==> src/rtl/fsc_pkg.sv <==
package fsc_pkg;
    typedef enum logic [2:0] {
        ST_OFF,
        ST_HOLD,
        ST_WAIT,
        ST_TGT,
        ST_RATIO,
        ST_JUDGE
    } fsc_state_e;
endpackage

==> src/rtl/fsc_divider.sv <==
// Restoring divider: one quotient bit per clock, NUM_W clocks per division.
module fsc_divider #(
    parameter int NUM_W = 27,
    parameter int DEN_W = 16
) (
    input  logic             clk,
    input  logic             rst_n,
    input  logic             start,
    input  logic [NUM_W-1:0] num,
    input  logic [DEN_W-1:0] den,
    output logic             busy,
    output logic             done,
    output logic [NUM_W-1:0] quo
);
    localparam int STEP_W = $clog2(NUM_W);

    logic [DEN_W:0]   rem_q;
    logic [DEN_W-1:0] den_q;
    logic [NUM_W-1:0] work_q;
    logic [STEP_W-1:0] step_q;
    logic             busy_q;
    logic             done_q;
    logic [DEN_W:0]   shifted;
    logic [DEN_W:0]   diff;
    logic             ge;

    always_comb begin
        shifted = {rem_q[DEN_W-1:0], work_q[NUM_W-1]};
        ge      = shifted >= {1'b0, den_q};
        diff    = shifted - {1'b0, den_q};
    end

    always_ff @(posedge clk or negedge rst_n) begin
        if (!rst_n) begin
            rem_q  <= '0;
            den_q  <= '0;
            work_q <= '0;
            step_q <= '0;
            busy_q <= 1'b0;
            done_q <= 1'b0;
        end else begin
            done_q <= 1'b0;
            if (start) begin
                work_q <= num;
                den_q  <= den;
                rem_q  <= '0;
                step_q <= '0;
                busy_q <= 1'b1;
            end else if (busy_q) begin
                rem_q  <= ge ? diff : shifted;
                work_q <= {work_q[NUM_W-2:0], ge};
                step_q <= step_q + STEP_W'(1);
                if (step_q == STEP_W'(NUM_W - 1)) begin
                    busy_q <= 1'b0;
                    done_q <= 1'b1;
                end
            end
        end
    end

    assign busy = busy_q;
    assign done = done_q;
    assign quo  = work_q;
endmodule

==> src/rtl/fsc_scaler.sv <==
// Corrected duty = (duty * accumulated ratio) >> SHIFT, saturated to the duty range.
module fsc_scaler #(
    parameter int DUTY_W = 8,
    parameter int ACC_W  = 30,
    parameter int SHIFT  = 12
) (
    input  logic [DUTY_W-1:0] duty,
    input  logic [ACC_W-1:0]  acc,
    output logic [DUTY_W-1:0] duty_o
);
    localparam int PW = DUTY_W + ACC_W;

    logic [PW-1:0] prod;
    logic [PW-1:0] scaled;

    always_comb begin
        prod   = PW'(duty) * PW'(acc);
        scaled = prod >> SHIFT;
        if (|scaled[PW-1:DUTY_W]) duty_o = '1;
        else                      duty_o = scaled[DUTY_W-1:0];
    end
endmodule

==> src/rtl/fsc_corrector.sv <==
module fsc_corrector
    import fsc_pkg::*;
#(
    parameter int SPD_W      = 16,
    parameter int DUTY_W     = 8,
    parameter int FRAC_W     = 10,
    parameter int TOL        = 204,
    parameter int ERR_LIMIT  = 6,
    parameter int SKIP_ERRS  = 1,
    parameter int WIN_LEN    = 15,
    parameter int HOLD_TICKS = 5
) (
    input  logic              clk,
    input  logic              rst_n,
    input  logic              enable,
    input  logic              sample_tick,
    input  logic [SPD_W-1:0]  meas_speed,
    input  logic [SPD_W-1:0]  max_speed,
    input  logic              duty_wr,
    input  logic [DUTY_W-1:0] duty_in,
    output logic              duty_upd,
    output logic [DUTY_W-1:0] duty_new
);
    localparam int NUM_W    = SPD_W + FRAC_W + 1;
    localparam int ACC_W    = NUM_W + 3;
    localparam int CNT_W    = $clog2(ERR_LIMIT + 1);
    localparam int WIN_W    = $clog2(WIN_LEN + 1);
    localparam int HLD_W    = $clog2(HOLD_TICKS + 1);
    localparam int UNITY    = 1 << FRAC_W;
    localparam int DUTY_MAX = (1 << DUTY_W) - 1;

    fsc_state_e        state_q, state_d;
    logic [HLD_W-1:0]  hold_q;
    logic [CNT_W-1:0]  err_q;
    logic [WIN_W-1:0]  win_q;
    logic [ACC_W-1:0]  acc_q;
    logic [DUTY_W-1:0] duty_q;
    logic [SPD_W-1:0]  meas_q;

    logic              div_start, div_busy, div_done;
    logic [NUM_W-1:0]  div_num, div_quo;
    logic [SPD_W-1:0]  div_den;

    logic              tick_take, meas_zero;
    logic [WIN_W-1:0]  win_nx;
    logic              win_wrap;
    logic              is_err, fire;
    logic [CNT_W-1:0]  err_inc;
    logic [ACC_W-1:0]  acc_add;
    logic [DUTY_W-1:0] duty_fix;

    // Sample acceptance and window step (applied at the tick itself)
    always_comb begin
        tick_take = enable && sample_tick && (state_q == ST_WAIT);
        meas_zero = (meas_speed == '0);
        win_nx    = (err_q > CNT_W'(SKIP_ERRS)) ? win_q + WIN_W'(1) : win_q;
        win_wrap  = (win_nx == WIN_W'(WIN_LEN));
    end

    // Divider operand selection: target first, then rounded ratio
    always_comb begin
        div_start = (tick_take && !meas_zero) ||
                    (enable && state_q == ST_TGT && div_done);
        if (state_q == ST_TGT) begin
            div_num = (NUM_W'(div_quo[SPD_W-1:0]) << FRAC_W) + NUM_W'(meas_q >> 1);
            div_den = meas_q;
        end else begin
            div_num = NUM_W'(duty_q) * NUM_W'(max_speed);
            div_den = SPD_W'(DUTY_MAX);
        end
    end

    // Classification of a finished ratio
    always_comb begin
        is_err  = (div_quo > NUM_W'(UNITY + TOL)) || (div_quo < NUM_W'(UNITY - TOL));
        err_inc = err_q + CNT_W'(is_err);
        acc_add = (is_err && err_q > CNT_W'(SKIP_ERRS)) ? acc_q + ACC_W'(div_quo) : acc_q;
        fire    = (err_inc == CNT_W'(ERR_LIMIT));
    end

    fsc_divider #(.NUM_W(NUM_W), .DEN_W(SPD_W)) u_div (
        .clk   (clk),
        .rst_n (rst_n),
        .start (div_start),
        .num   (div_num),
        .den   (div_den),
        .busy  (div_busy),
        .done  (div_done),
        .quo   (div_quo)
    );

    fsc_scaler #(.DUTY_W(DUTY_W), .ACC_W(ACC_W), .SHIFT(FRAC_W + 2)) u_scale (
        .duty   (duty_q),
        .acc    (acc_add),
        .duty_o (duty_fix)
    );

    // Next-state logic
    always_comb begin
        state_d = state_q;
        if (!enable) begin
            state_d = ST_OFF;
        end else begin
            unique case (state_q)
                ST_OFF:   state_d = ST_HOLD;
                ST_HOLD:  if (sample_tick && hold_q == HLD_W'(HOLD_TICKS - 1)) state_d = ST_WAIT;
                ST_WAIT:  if (tick_take && !meas_zero) state_d = ST_TGT;
                ST_TGT:   if (div_done) state_d = ST_RATIO;
                ST_RATIO: if (div_done) state_d = ST_JUDGE;
                ST_JUDGE: state_d = ST_WAIT;
                default:  state_d = ST_OFF;
            endcase
        end
    end

    // State register
    always_ff @(posedge clk or negedge rst_n) begin
        if (!rst_n) state_q <= ST_OFF;
        else        state_q <= state_d;
    end

    // Counters, stored duty and outputs
    always_ff @(posedge clk or negedge rst_n) begin
        if (!rst_n) begin
            hold_q   <= '0;
            err_q    <= '0;
            win_q    <= '0;
            acc_q    <= '0;
            meas_q   <= '0;
            duty_q   <= '0;
            duty_upd <= 1'b0;
            duty_new <= '0;
        end else begin
            duty_upd <= 1'b0;
            if (!enable || state_q == ST_OFF) begin
                hold_q <= '0;
                err_q  <= '0;
                win_q  <= '0;
                acc_q  <= '0;
            end else begin
                if (state_q == ST_HOLD && sample_tick) hold_q <= hold_q + HLD_W'(1);
                if (tick_take) begin
                    meas_q <= meas_speed;
                    if (win_wrap) begin
                        err_q <= '0;
                        acc_q <= '0;
                        win_q <= '0;
                    end else begin
                        win_q <= win_nx;
                    end
                end
                if (state_q == ST_JUDGE) begin
                    if (fire) begin
                        duty_upd <= 1'b1;
                        duty_new <= duty_fix;
                        err_q    <= '0;
                        acc_q    <= '0;
                        win_q    <= '0;
                    end else begin
                        err_q <= err_inc;
                        acc_q <= acc_add;
                    end
                end
            end
            if (duty_wr)                                      duty_q <= duty_in;
            else if (enable && state_q == ST_JUDGE && fire)   duty_q <= duty_fix;
        end
    end
endmodule

==> config.mk <==
export PLATFORM = sky130hd
export DESIGN_NAME = fsc_corrector
export DESIGN_NICKNAME = d
export VERILOG_FILES = /design/src/rtl/fsc_pkg.sv /design/src/rtl/fsc_divider.sv /design/src/rtl/fsc_scaler.sv /design/src/rtl/fsc_corrector.sv
export SDC_FILE = /design/constraint.sdc
export NUM_CORES = 1
export LEC_CHECK = 0
export ABC_AREA = 1
export BUFFER_PORTS_ARGS = -buffer_cell sky130_fd_sc_hd__buf_2
export CAP_MARGIN = 20
export CORE_ASPECT_RATIO = 1.2
export CORE_MARGIN = 2
export CORE_UTILIZATION = 25
export DETAILED_ROUTE_END_ITERATION = 6
export PLACE_DENSITY_LB_ADDON = 0.25
export SYNTH_ARGS = -nofsm -noshare
export SYNTH_HDL_FRONTEND = slang
export SYNTH_SLANG_ARGS = --single-unit
export TNS_END_PERCENT = 20
==> constraint.sdc <==
create_clock -name clk -period 11.75 [get_ports clk]
set_clock_uncertainty 0.2 [all_clocks]
set_input_delay 0 -clock clk [delete_from_list [all_inputs] [get_ports clk]]
set_output_delay 0 -clock clk [all_outputs]
set_load 0.02 [all_outputs]
==> impl_metrics.env <==
export IMPL_reg2reg_depth=37
export IMPL_switching_power_mw=1.59
export IMPL_synth_cell_type_count=58
export IMPL_p_clk_share_pct=17.6
export IMPL_nets=3256
export IMPL_r2r_setup_slack_ns=2.65
export IMPL_worstPathRequired_ns=11.92
export IMPL_drv_slew=0
export IMPL_path_class="reg -> reg"
export IMPL_slew_headroom_pct=32.4
export IMPL_power_frac_comb_pct=58.5
export IMPL_avgSynthCellArea_um2=7.49
export IMPL_grt_usage_pct=15.8
export IMPL_regArea_mm2=0.00355
export IMPL_syn_nets=3165
export IMPL_clock_fmax_mhz=110
export IMPL_crit_reg2reg_launch="u_div.quo[0]"
export IMPL_worstMarginPinSlew_ns=1.01
export IMPL_antenna_found_initial=0
export IMPL_io_pins=54
export IMPL_critical_path_max_stage_delay_ns=0.56
export IMPL_sw_frac_of_total_pct=48.6
export IMPL_multiInputGateArea_mm2=0.0145
export IMPL_violations="negative hold slack"
export IMPL_cap_violations=0
export IMPL_synth_edf_count=0
export IMPL_setup_tns_ns=0
export IMPL_dieArea_mm2=0.0836
export IMPL_routed_wl_um=63000
export IMPL_hold_viol=17
export IMPL_first_iter_violations=815
export IMPL_core_area_mm2=0.0806
export IMPL_syn_area_mm2=0.0203
export IMPL_cts_root_buf="clkbuf_16"
export IMPL_h_tree_depth=4
export IMPL_rsz0062_at_grt="false"
export IMPL_grt_max_degree=93
export IMPL_antennaDiodeCount=0
export IMPL_clock_latency_ns=0.49
export IMPL_synth_seq_cells=142
export IMPL_ant_nets=0
export IMPL_p_leak_nw=11.5
export IMPL_cts_made_buffers=17
export IMPL_worstPathMaxFanout=8
export IMPL_synth_seq_area_share_pct=17.5
export IMPL_synth_flop_cell="dfrtp_1"
export IMPL_post_route_drc_count=0
export IMPL_clk_pin_slew_ns=0.08
export IMPL_async_flop_share_pct=100
export IMPL_vias_per_cell=4.55
export IMPL_cp_start_kind="flip-flop"
export IMPL_wl_per_cell_um=16.3
export IMPL_grt_pass1_wl_um=104000
export IMPL_ir_drop_mv=0.123
export IMPL_finalSetupViolCount=0
export IMPL_drt_pass1_iter_count=5
export IMPL_place_gp_congestion=0.908
export IMPL_fin_crit_ns=9.10
export IMPL_slowest_stage="fa_1"
export IMPL_reg2reg_to="duty_q[7]"
export IMPL_fp_row_count=114
export IMPL_nFillCells=8835
export IMPL_p_per_area_mw_per_mm2=142
export IMPL_drive_gt1_share_pct=6.04
export IMPL_post_cts_buffers=0
export IMPL_outcome="finished with violations"
export IMPL_hp_class="in -> async"
export IMPL_dp_hpwl_um=49900
export IMPL_grt_pass1_vias=19100
export IMPL_power_share_sequential_pct=23.9
export IMPL_finalNonFillerCells=3860
export IMPL_initial_utilization_pct=25.2
export IMPL_power_internal_mw=1.69
export IMPL_dp_cells=3743
export IMPL_fin_crit_sh_pct=77.4
export IMPL_area_growth_pct=14.1
export IMPL_holdWs_ns=-0.0326
export IMPL_overflow=0
export IMPL_tritoncts="built"
export IMPL_via_count=17600
export IMPL_critical_path_endpoint_type="flip-flop"
export IMPL_numClockSinks=142
export IMPL_numPortBuffers=53
export IMPL_die_w_um=264
export IMPL_ys_warn_count=0
export IMPL_clock_path_buffers=2
export IMPL_cp_data_arrival_time_ns=9.26
export IMPL_syn_inst=2712
export IMPL_dieHeight_um=316
[layout by cell type (no fill, tap or decap), types with 84 or more instances in the layout]
cell type      netlist  routed
nor2_1             278     275
nand3_1             90      90
o21ai_0            173     173
dlygate4sd3_1        0      84
inv_1              485     485
nand2_1            586     586
ha_1               154     154
a21oi_1            155     155
fa_1               254     254
dfrtp_1            142     142
[critical path: cells and delay by family (launching register included)]
family,cells,cell delay [ns]
AOI/OAI and AO/OA,13,3.10
adders and majority gates,7,3.06
and+or+nand+nor,10,1.18
buffers and inverters,6,0.84
DFF,1,0.43
xor gates and xnor gates,1,0.16
[kinds of logic (layout without fill, tap and decap cells)]
family	count (synthesis)	in the layout	share of synthesized area, %
simple gates	1053	1053	21.5
compound gates	456	456	12.6
fa+ha+maj	408	408	34.5
flops	142	142	17.5
buf+inv	587	691	11.0
xor+xnor	66	66	2.85
[final cells by class]
type,count,share of cell area [%]
repair buffers,162,5.69
clock inverters,15,0.783
flip-flops and latches,142,15.3
multi-input cells,1983,62.7
inverters,497,8.05
clock buffers,17,1.83
well taps,1044,5.63
[through the flow]
stage | utilization [%] | power [mW] | instance area (um2) | hold WS [ns] | setup WS, ns
finish | 28.8 | 3.28 | 23200 | -0.0326 | 2.65
global placement | 26.9 | 2.65 | 21700 | -0.0172 | 3.30
global route | 28.8 | 3.64 | 23200 | 0.0482 | 1.80
CTS | 28.7 | 3.32 | 23200 | 0.000216 | 2.69
detailed placement | 26.9 | 2.66 | 21700 | -0.0248 | 3.29
floorplan | - | 2.15 | 20300 | -0.496 | 4.61
[per-layer routing]
layer | GRT usage (%) | share of wire [%] | vias up
li1 | - | - | 8669
met5 | 0 | 0 | -
met4 | 5.57 | 3.2 | 0
met2 | 29.8 | 53 | 209
met1 | 18.5 | 42 | 8602
met3 | 1.85 | 2.0 | 95
[state kept, by name, summed over array words and instances (netlist names), 3 cells and up]
signal / count
hold_q: 3
duty_new: 8
duty_q: 8
state_q: 3
u_div.rem_q: 16
u_div.quo: 27
u_div.step_q: 5
win_q: 4
meas_q: 16
acc_q: 30
err_q: 3
u_div.den_q: 16
[Yosys cell counts, types with 10 or more instances]
cell | count | area share, %
buf_2 | 10 | 0.25
nor3_1 | 22 | 0.54
xnor2_1 | 31 | 1.3
o21ai_1 | 22 | 0.54
nand3_2 | 11 | 0.54
o211ai_1 | 18 | 0.67
or2_2 | 21 | 0.65
nor2_1 | 278 | 5.1
o21a_1 | 10 | 0.37
a21oi_1 | 155 | 3.8
xor2_1 | 35 | 1.5
nand3_1 | 90 | 2.2
dfrtp_1 | 142 | 17
nand2_2 | 10 | 0.31
inv_1 | 485 | 9.0
fa_1 | 254 | 25
o21ai_0 | 173 | 4.3
o22ai_1 | 15 | 0.46
clkbuf_1 | 62 | 1.1
nand4_1 | 12 | 0.37
ha_1 | 154 | 9.5
a31oi_1 | 14 | 0.43
nand2_1 | 586 | 11
[power groups by stage]
| stage | registers (mW) | clock network (mW) | logic, mW |
|---|---|---|---|
| after CTS | 0.785 | 0.594 | 1.94 |
| after global placement | 0.789 | 0 | 1.87 |
| final | 0.785 | 0.577 | 1.92 |
| after detailed placement | 0.793 | 0 | 1.86 |
| after floorplan | 0.730 | 0 | 1.42 |
| after global routing | 0.806 | 0.613 | 2.22 |
[worst max-delay path by stage]
stage	startpoint	to	slack, ns	depth (start not counted)
after detailed placement	u_div.quo[0]	duty_q[6]	3.29	36
after floorplan	u_div.quo[0]	duty_q[0]	4.61	36
after CTS	u_div.quo[0]	duty_q[6]	2.69	37
final	u_div.quo[0]	duty_q[7]	2.65	37
after global placement	u_div.quo[0]	duty_q[0]	3.30	34
after global routing	u_div.quo[0]	duty_q[7]	1.80	40
[what timing repair did]
item	4_1_cts	5_1_grt
hold endpoints to repair	128	0
resized for setup	0	0
hold buffers	84	0
No activity file was read; power rests on OpenSTA's default activity.
